## src/rtl/poh_ins_pkg.sv

```systemverilog
package poh_ins_pkg;

  // overhead bytes per envelope column
  localparam int POH_BYTES = 9;
  localparam int IDX_W     = $clog2(POH_BYTES);

  typedef enum logic [1:0] {
    SEQ_IDLE  = 2'd0,
    SEQ_ARM   = 2'd1,
    SEQ_ANN   = 2'd2,
    SEQ_SHIFT = 2'd3
  } seq_state_t;

endpackage

```

## src/rtl/poh_pclk_gen.sv

```systemverilog
module poh_pclk_gen #(
  parameter int DIV = 8
) (
  input  logic clk,
  input  logic rst,
  output logic pclk_o,
  output logic rise_tick,
  output logic samp_tick
);
  localparam int CW   = $clog2(DIV);
  localparam int HALF = DIV / 2;
  localparam logic [CW-1:0] CNT_LAST = CW'(DIV - 1);
  localparam logic [CW-1:0] CNT_MID  = CW'(HALF - 1);

  logic [CW-1:0] cnt;

  // rise_tick: edge at which the port clock goes high
  // samp_tick: edge at which it goes low (the sampling edge)
  assign rise_tick = (cnt == CNT_LAST);
  assign samp_tick = (cnt == CNT_MID);

  always_ff @(posedge clk) begin
    if (rst) begin
      cnt    <= '0;
      pclk_o <= 1'b0;
    end else begin
      cnt <= rise_tick ? '0 : cnt + 1'b1;
      if (rise_tick)
        pclk_o <= 1'b1;
      else if (samp_tick)
        pclk_o <= 1'b0;
    end
  end

endmodule

```

## src/rtl/poh_byte_seq.sv

```systemverilog
module poh_byte_seq
  import poh_ins_pkg::*;
#(
  parameter int BW = 8
) (
  input  logic             clk,
  input  logic             rst,
  input  logic             rise_tick,
  input  logic             samp_tick,
  input  logic             byte_tick_i,
  input  logic             sof_i,
  output logic             rdy_o,
  output logic             frame_o,
  output logic             samp_en,
  output logic             first_bit,
  output logic             last_bit,
  output logic             valid_o,
  output logic [IDX_W-1:0] idx_o
);
  localparam int BCW = $clog2(BW);
  localparam logic [BCW-1:0]   BIT_LAST = BCW'(BW - 1);
  localparam logic [IDX_W-1:0] IDX_LAST = IDX_W'(POH_BYTES - 1);

  seq_state_t       st;
  logic             synced;
  logic             j1;
  logic [IDX_W-1:0] idx;
  logic [BCW-1:0]   bitc;
  logic             accept;

  assign samp_en   = (st == SEQ_SHIFT) && samp_tick;
  assign first_bit = samp_en && (bitc == '0);
  assign last_bit  = samp_en && (bitc == BIT_LAST);

  // a new byte may start from idle or on the final sample edge
  assign accept = byte_tick_i && (sof_i || synced) &&
                  ((st == SEQ_IDLE) || last_bit);

  always_ff @(posedge clk) begin
    if (rst) begin
      st      <= SEQ_IDLE;
      synced  <= 1'b0;
      j1      <= 1'b0;
      idx     <= '0;
      bitc    <= '0;
      rdy_o   <= 1'b0;
      frame_o <= 1'b0;
      valid_o <= 1'b0;
      idx_o   <= '0;
    end else begin
      valid_o <= last_bit;
      if (last_bit)
        idx_o <= idx;

      if (accept) begin
        synced <= 1'b1;
        j1     <= sof_i;
        if (sof_i)
          idx <= '0;
        else
          idx <= (idx == IDX_LAST) ? '0 : idx + 1'b1;
        st <= SEQ_ARM;
      end else begin
        case (st)
          SEQ_ARM: begin
            if (rise_tick) begin
              st    <= SEQ_ANN;
              rdy_o <= 1'b1;
              if (j1)
                frame_o <= 1'b1;
            end
          end
          SEQ_ANN: begin
            if (rise_tick) begin
              st    <= SEQ_SHIFT;
              rdy_o <= 1'b0;
              bitc  <= '0;
            end
          end
          SEQ_SHIFT: begin
            // frame marker ends as the last bit period begins
            if (rise_tick && (bitc == BIT_LAST))
              frame_o <= 1'b0;
            if (samp_en) begin
              if (bitc == BIT_LAST)
                st <= SEQ_IDLE;
              else
                bitc <= bitc + 1'b1;
            end
          end
          default: ;
        endcase
      end
    end
  end

endmodule

```

## src/rtl/poh_lane.sv

```systemverilog
module poh_lane #(
  parameter int BW = 8
) (
  input  logic          clk,
  input  logic          rst,
  input  logic          samp_en,
  input  logic          first_bit,
  input  logic          last_bit,
  input  logic          ser_i,
  input  logic          ins_i,
  output logic [BW-1:0] byte_o,
  output logic          ovr_o,
  output logic          err_o
);
  logic [BW-1:0] sh;
  logic          all_q;
  logic          any_q;
  logic [BW-1:0] sh_n;
  logic          all_n;
  logic          any_n;

  always_comb begin
    if (first_bit) begin
      sh_n  = {{(BW-1){1'b0}}, ser_i};
      all_n = ins_i;
      any_n = ins_i;
    end else begin
      sh_n  = {sh[BW-2:0], ser_i};
      all_n = all_q & ins_i;
      any_n = any_q | ins_i;
    end
  end

  always_ff @(posedge clk) begin
    if (rst) begin
      sh     <= '0;
      all_q  <= 1'b0;
      any_q  <= 1'b0;
      byte_o <= '0;
      ovr_o  <= 1'b0;
      err_o  <= 1'b0;
    end else begin
      byte_o <= '0;
      ovr_o  <= 1'b0;
      err_o  <= 1'b0;
      if (samp_en) begin
        sh    <= sh_n;
        all_q <= all_n;
        any_q <= any_n;
      end
      if (last_bit) begin
        ovr_o  <= all_n;
        err_o  <= any_n & ~all_n;
        byte_o <= all_n ? sh_n : '0;
      end
    end
  end

endmodule

```

## src/rtl/poh_serial_ins.sv

```systemverilog
module poh_serial_ins
  import poh_ins_pkg::*;
#(
  parameter int NCH = 3,
  parameter int BW  = 8,
  parameter int DIV = 8
) (
  input  logic              clk,
  input  logic              rst,
  input  logic              byte_tick_i,
  input  logic              sof_i,
  input  logic [NCH-1:0]    ser_data_i,
  input  logic [NCH-1:0]    ins_req_i,
  output logic              pclk_o,
  output logic              frame_o,
  output logic              rdy_o,
  output logic [NCH*BW-1:0] byte_o,
  output logic [IDX_W-1:0]  idx_o,
  output logic              valid_o,
  output logic [NCH-1:0]    ovr_o,
  output logic [NCH-1:0]    err_o
);
  logic rise_tick;
  logic samp_tick;
  logic samp_en;
  logic first_bit;
  logic last_bit;

  poh_pclk_gen #(.DIV(DIV)) pclk_i (
    .clk       (clk),
    .rst       (rst),
    .pclk_o    (pclk_o),
    .rise_tick (rise_tick),
    .samp_tick (samp_tick)
  );

  poh_byte_seq #(.BW(BW)) seq_i (
    .clk         (clk),
    .rst         (rst),
    .rise_tick   (rise_tick),
    .samp_tick   (samp_tick),
    .byte_tick_i (byte_tick_i),
    .sof_i       (sof_i),
    .rdy_o       (rdy_o),
    .frame_o     (frame_o),
    .samp_en     (samp_en),
    .first_bit   (first_bit),
    .last_bit    (last_bit),
    .valid_o     (valid_o),
    .idx_o       (idx_o)
  );

  for (genvar g = 0; g < NCH; g++) begin : g_lane
    poh_lane #(.BW(BW)) lane_i (
      .clk       (clk),
      .rst       (rst),
      .samp_en   (samp_en),
      .first_bit (first_bit),
      .last_bit  (last_bit),
      .ser_i     (ser_data_i[g]),
      .ins_i     (ins_req_i[g]),
      .byte_o    (byte_o[g*BW +: BW]),
      .ovr_o     (ovr_o[g]),
      .err_o     (err_o[g])
    );
  end

endmodule

```

## config.mk

```make
export PLATFORM = sky130hd
export DESIGN_NAME = poh_serial_ins
export DESIGN_NICKNAME = d
export VERILOG_FILES = /design/src/rtl/poh_ins_pkg.sv /design/src/rtl/poh_pclk_gen.sv /design/src/rtl/poh_byte_seq.sv /design/src/rtl/poh_lane.sv /design/src/rtl/poh_serial_ins.sv
export SDC_FILE = /design/constraint.sdc
export NUM_CORES = 1
export LEC_CHECK = 0
export BUFFER_PORTS_ARGS = -buffer_cell sky130_fd_sc_hd__buf_4
export CAP_MARGIN = 20
export CORE_ASPECT_RATIO = 1.75
export CORE_MARGIN = 8
export CORE_UTILIZATION = 55
export DETAILED_ROUTE_END_ITERATION = 10
export PLACE_DENSITY = 0.89
export SYNTH_ARGS = -nofsm -noshare
export SYNTH_HDL_FRONTEND = slang
export SYNTH_SLANG_ARGS = --single-unit
export TNS_END_PERCENT = 10
```

## constraint.sdc

```tcl
create_clock -name clk -period 2.1 [get_ports clk]
set_clock_uncertainty 0.05 [all_clocks]
set_input_delay 0 -clock clk [delete_from_list [all_inputs] [get_ports clk]]
set_output_delay 0 -clock clk [all_outputs]
set_load 0.1 [all_outputs]
```

==> impl_results.rst <==
.. list-table::
   :header-rows: 1

   * - Metric
     - Value
   * - Fraction of the cycle the final worst path needs
     - 94.2%
   * - Sink Count
     - between 70 and 80
   * - Number of nets in the layout
     - 379
   * - Average wire per cell in the routed design
     - about 14 um
   * - Number of antenna violations at the first check in global routing
     - 0
   * - Wire length of the first global-routing pass
     - 9.65 mm
   * - Fraction of registers with async set or reset after synthesis
     - 0%
   * - Fin. max-slew vios
     - 0
   * - Setup violations, final
     - 0
   * - TritonCTS clock tree
     - built
   * - Number of post-CTS setup repair buffers
     - 0
   * - I/O pins
     - 48
   * - Part of the power in combinational logic
     - 7.9%
   * - XOR/XNOR share of the synthesized area
     - 0%
   * - Total of fill cells in the finished design
     - 409
   * - Initial core utilization
     - roughly 56%
   * - Vias in the first global route
     - ~2,200
   * - Post-Synth Adder-Cell Area
     - 6.00%
   * - Biggest area contributors in the synthesized netlist
     - sky130_fd_sc_hd__dfxtp_1 (54%), sky130_fd_sc_hd__ha_1 (6.0%), sky130_fd_sc_hd__nor2_1 (5.4%), sky130_fd_sc_hd__and2_1 (4.9%), sky130_fd_sc_hd__a22oi_1 (4.6%)
   * - Max_cap viols
     - 0
   * - Die width
     - ~71 um
   * - Floorplan die height
     - 112 um
   * - Worst-case vdd ir drop
     - 0.529 mV
   * - Combinational family with the most area after synthesis
     - simple AND/OR/NAND/NOR gates
   * - Top FF cell, synth
     - sky130_fd_sc_hd__dfxtp_1
   * - Proportion of total power due to net switching
     - 24.1%
   * - Area growth, synth to finish
     - 21.5%
   * - Share of final-layout standard cells stronger than drive strength 1
     - between 20 and 25%
   * - DRC errors left
     - 0
   * - Fraction of the yosys area taken by sequential cells
     - a little over half
   * - Required time worst endpoint
     - 2300 ps
   * - Number of buffers inserted by port buffering
     - 47
   * - Clk pwr share
     - 36.6%
   * - Total power per unit cell area
     - 784 nW/um2
   * - Clock insertion delay at the later pin of the skew report
     - approximately 340 ps
   * - Distinct cell type count of the synthesized netlist
     - 33
   * - Overall routing resource usage
     - 15.1%
   * - Pre-antenna DRT Iters
     - 4
   * - Resize count post-CTS
     - 0
   * - Maximum number of pins on one net before global-route repair
     - 50
   * - Total wire length
     - 5.72 mm
   * - Die footprint
     - approximately 8000 um2
   * - Reported net switching power
     - 0.000669 W
   * - Sequential share of power
     - a little under three fifths
   * - Ant. Diodes
     - 0
   * - Maximum root-to-sink buffer count
     - 2
   * - Iter 0 DRT Violations
     - 176
   * - CP max FO
     - 9
   * - Critical Path Source Type
     - flip-flop
   * - Proportion of synthesized area in mux cells
     - 3.08%
   * - Critical path class
     - flip-flop to flip-flop
   * - Post-Syn Area
     - between 2000 and 3000 um2
   * - Slew of the pin with the lowest slew margin
     - 489 ps
   * - LEAKAGE
     - about 1.5 nW
   * - Vias per std cell
     - 5.39
   * - Core area
     - 5210 um2
   * - Synth top area share
     - 54.2%
   * - Clk root buf
     - sky130_fd_sc_hd__clkbuf_8
   * - Synth Register Bits
     - 79
   * - Number of buffers created by CTS
     - 9
   * - Slew margin rel.
     - 67.4%
   * - Detailed Place HPWL
     - 4.07 mm
   * - Most used standard cells in the synthesized netlist
     - sky130_fd_sc_hd__dfxtp_1 (79), sky130_fd_sc_hd__nor2_1 (42), sky130_fd_sc_hd__and2_1 (23)
   * - Total negative slack
     - 0 ps
   * - Basic-gate share of the synthesized area counting and, or, nand and nor cells
     - 20.4%
   * - Tightest Hold Check Type
     - primary input to flip-flop
   * - Hold Worst Slack
     - 44.5 ps
   * - Setup repair after global routing missed its margin
     - no
   * - Synthesis warning total
     - 0
   * - Row cnt
     - 35
   * - Final hold viol count
     - 0
   * - Max H-tree Level
     - 3
   * - Final GP Congestion
     - between 0.8 and 0.9
   * - Min Tclk post-route
     - 1980 ps
   * - Internal power
     - 0.00211 W
   * - Most frequently used cell type in the post-synthesis netlist
     - sky130_fd_sc_hd__dfxtp_1
   * - Share of the synthesized area in compound gates (AO/OA/AOI/OAI)
     - approximately 11%
   * - Remaining Overflow, GRT
     - 0
   * - ANT nets after route
     - 0
   * - Peak Freq
     - 506 MHz
   * - Via count
     - 2,237
   * - Post-synth EDFFs
     - 0
   * - Endpoint arrival time on the critical path
     - approximately 2200 ps
   * - Cells after Synth
     - 301
   * - Status
     - finished clean
   * - Syn Nets
     - approximately 330
   * - Endpoint type of the worst setup path
     - flip-flop
   * - Clk slew on worst S/H paths
     - 70 ps
   * - Per-instance average area after synthesis
     - 9.70 um2
   * - Cell taking the most area after synthesis
     - sky130_fd_sc_hd__dfxtp_1
==> final cells by class <==
type	count	area [um2]	share of cell area [%]
Tap cell	55	68.8	1.94
Timing Repair Buffer	62	483	13.6
Multi-Input combinational cell	193	1190	33.6
Inverter	10	37.5	1.06
Clock inverter	4	30.0	0.846
Clock buffer	12	155	4.37
Sequential cell	79	1580	44.6
==> per-layer routing <==
metal / up-vias / global-route usage (%) / share of wire [%]
met4: 0 / 9.51 / 3.8
met2: 53 / 26.3 / 54
met5: - / 0 / 0
met1: 1040 / 13.9 / 36
met3: 21 / 6.52 / 6.1
li1: 1123 / - / -
==> cells in the final DEF (no fill, tap or decap), types with 2 or more instances in the layout <==
cell | netlist | layout
sky130_fd_sc_hd__nor2b_1 | 4 | 4
sky130_fd_sc_hd__dlygate4sd3_1 | 0 | 7
sky130_fd_sc_hd__nor3b_1 | 5 | 5
sky130_fd_sc_hd__inv_1 | 10 | 10
sky130_fd_sc_hd__or4_1 | 3 | 3
sky130_fd_sc_hd__a21oi_1 | 15 | 15
sky130_fd_sc_hd__and3b_1 | 2 | 2
sky130_fd_sc_hd__dfxtp_1 | 79 | 79
sky130_fd_sc_hd__and2_1 | 23 | 23
sky130_fd_sc_hd__nor3_1 | 5 | 5
sky130_fd_sc_hd__ha_1 | 14 | 14
sky130_fd_sc_hd__a22oi_1 | 18 | 18
sky130_fd_sc_hd__nor2_1 | 42 | 42
sky130_fd_sc_hd__mux2i_1 | 9 | 9
sky130_fd_sc_hd__nand2_1 | 20 | 20
sky130_fd_sc_hd__nand2b_1 | 6 | 6
sky130_fd_sc_hd__o21a_1 | 2 | 2
sky130_fd_sc_hd__clkbuf_8 | 0 | 11
sky130_fd_sc_hd__a31oi_1 | 2 | 2
sky130_fd_sc_hd__nand3_1 | 5 | 5
sky130_fd_sc_hd__buf_4 | 7 | 55
sky130_fd_sc_hd__o21ai_0 | 8 | 8
sky130_fd_sc_hd__clkinv_4 | 0 | 2
==> final timing paths <==
path | startpoint | end | slack [ps] | cells after the start
setup reg to reg | pclk_i.cnt[0] | seq_i.rdy_o | 120 | 7
hold reg to reg | seq_i.synced | seq_i.synced | 420 | 2
setup / recovery | pclk_i.cnt[0] | seq_i.rdy_o | 120 | 7
hold / removal | rst | pclk_i.pclk_o | 40 | 2
==> what timing repair did <==
action | in CTS | in global routing
hold buffers | 7 | 0
hold endpoints to repair | 23 | 0
setup endpoints to repair | 0 | 0
==> metrics by stage <==
stage	worst slack, ps	utilization (%)	instances	total power [W]	instance area (um2)
after floorplan	299	-	301	0.00172	2920
after global placement	238	63.2	392	0.00176	3290
after detailed placement	117	63.2	392	0.00177	3290
after CTS	115	68.1	415	0.00280	3550
after global routing	2.75	68.1	415	0.00289	3550
final	122	68.1	415	0.00278	3550
==> kinds of logic (layout without fill, tap and decap cells) <==
logic type	Yosys count	in the layout
AO/OA/AOI/OAI	51	51
adder cells (fa/ha/maj)	14	14
buffers and inverters	29	88
flip-flops	79	79
multiplexers	9	9
AND/OR/NAND/NOR	119	119
==> power by group through the flow <==
| stage | registers (W) | clock network [W] | logic (W) |
|---|---|---|---|
| 6_report | 0.00154 | 0.00102 | 0.000220 |
| 3_5_place_dp | 0.00158 | 0 | 0.000197 |
| 4_1_cts | 0.00154 | 0.00105 | 0.000210 |
| 3_3_place_gp | 0.00157 | 0 | 0.000190 |
| 5_1_grt | 0.00154 | 0.00110 | 0.000244 |
| 2_1_floorplan | 0.00157 | 0 | 0.000144 |
==> registers in the layout (all words and copies together) (netlist names), 2 cells and up <==
signal / flops
g_lane.lane_i.byte_o: 24
g_lane.lane_i.sh: 21
seq_i.idx: 4
seq_i.idx_o: 4
g_lane.lane_i.all_q: 3
g_lane.lane_i.any_q: 3
g_lane.lane_i.err_o: 3
g_lane.lane_i.ovr_o: 3
pclk_i.cnt: 3
seq_i.bitc: 3
seq_i.st: 2
==> critical path: stages (launching register included) <==
cell                       delay (ps)
sky130_fd_sc_hd__dfxtp_1          330
sky130_fd_sc_hd__ha_1             220
sky130_fd_sc_hd__ha_1             230
sky130_fd_sc_hd__and3_1           220
sky130_fd_sc_hd__o21ai_2          280
sky130_fd_sc_hd__buf_4            210
sky130_fd_sc_hd__a31oi_1           90
sky130_fd_sc_hd__a311oi_1         250
(Power assumes the default switching activity.)
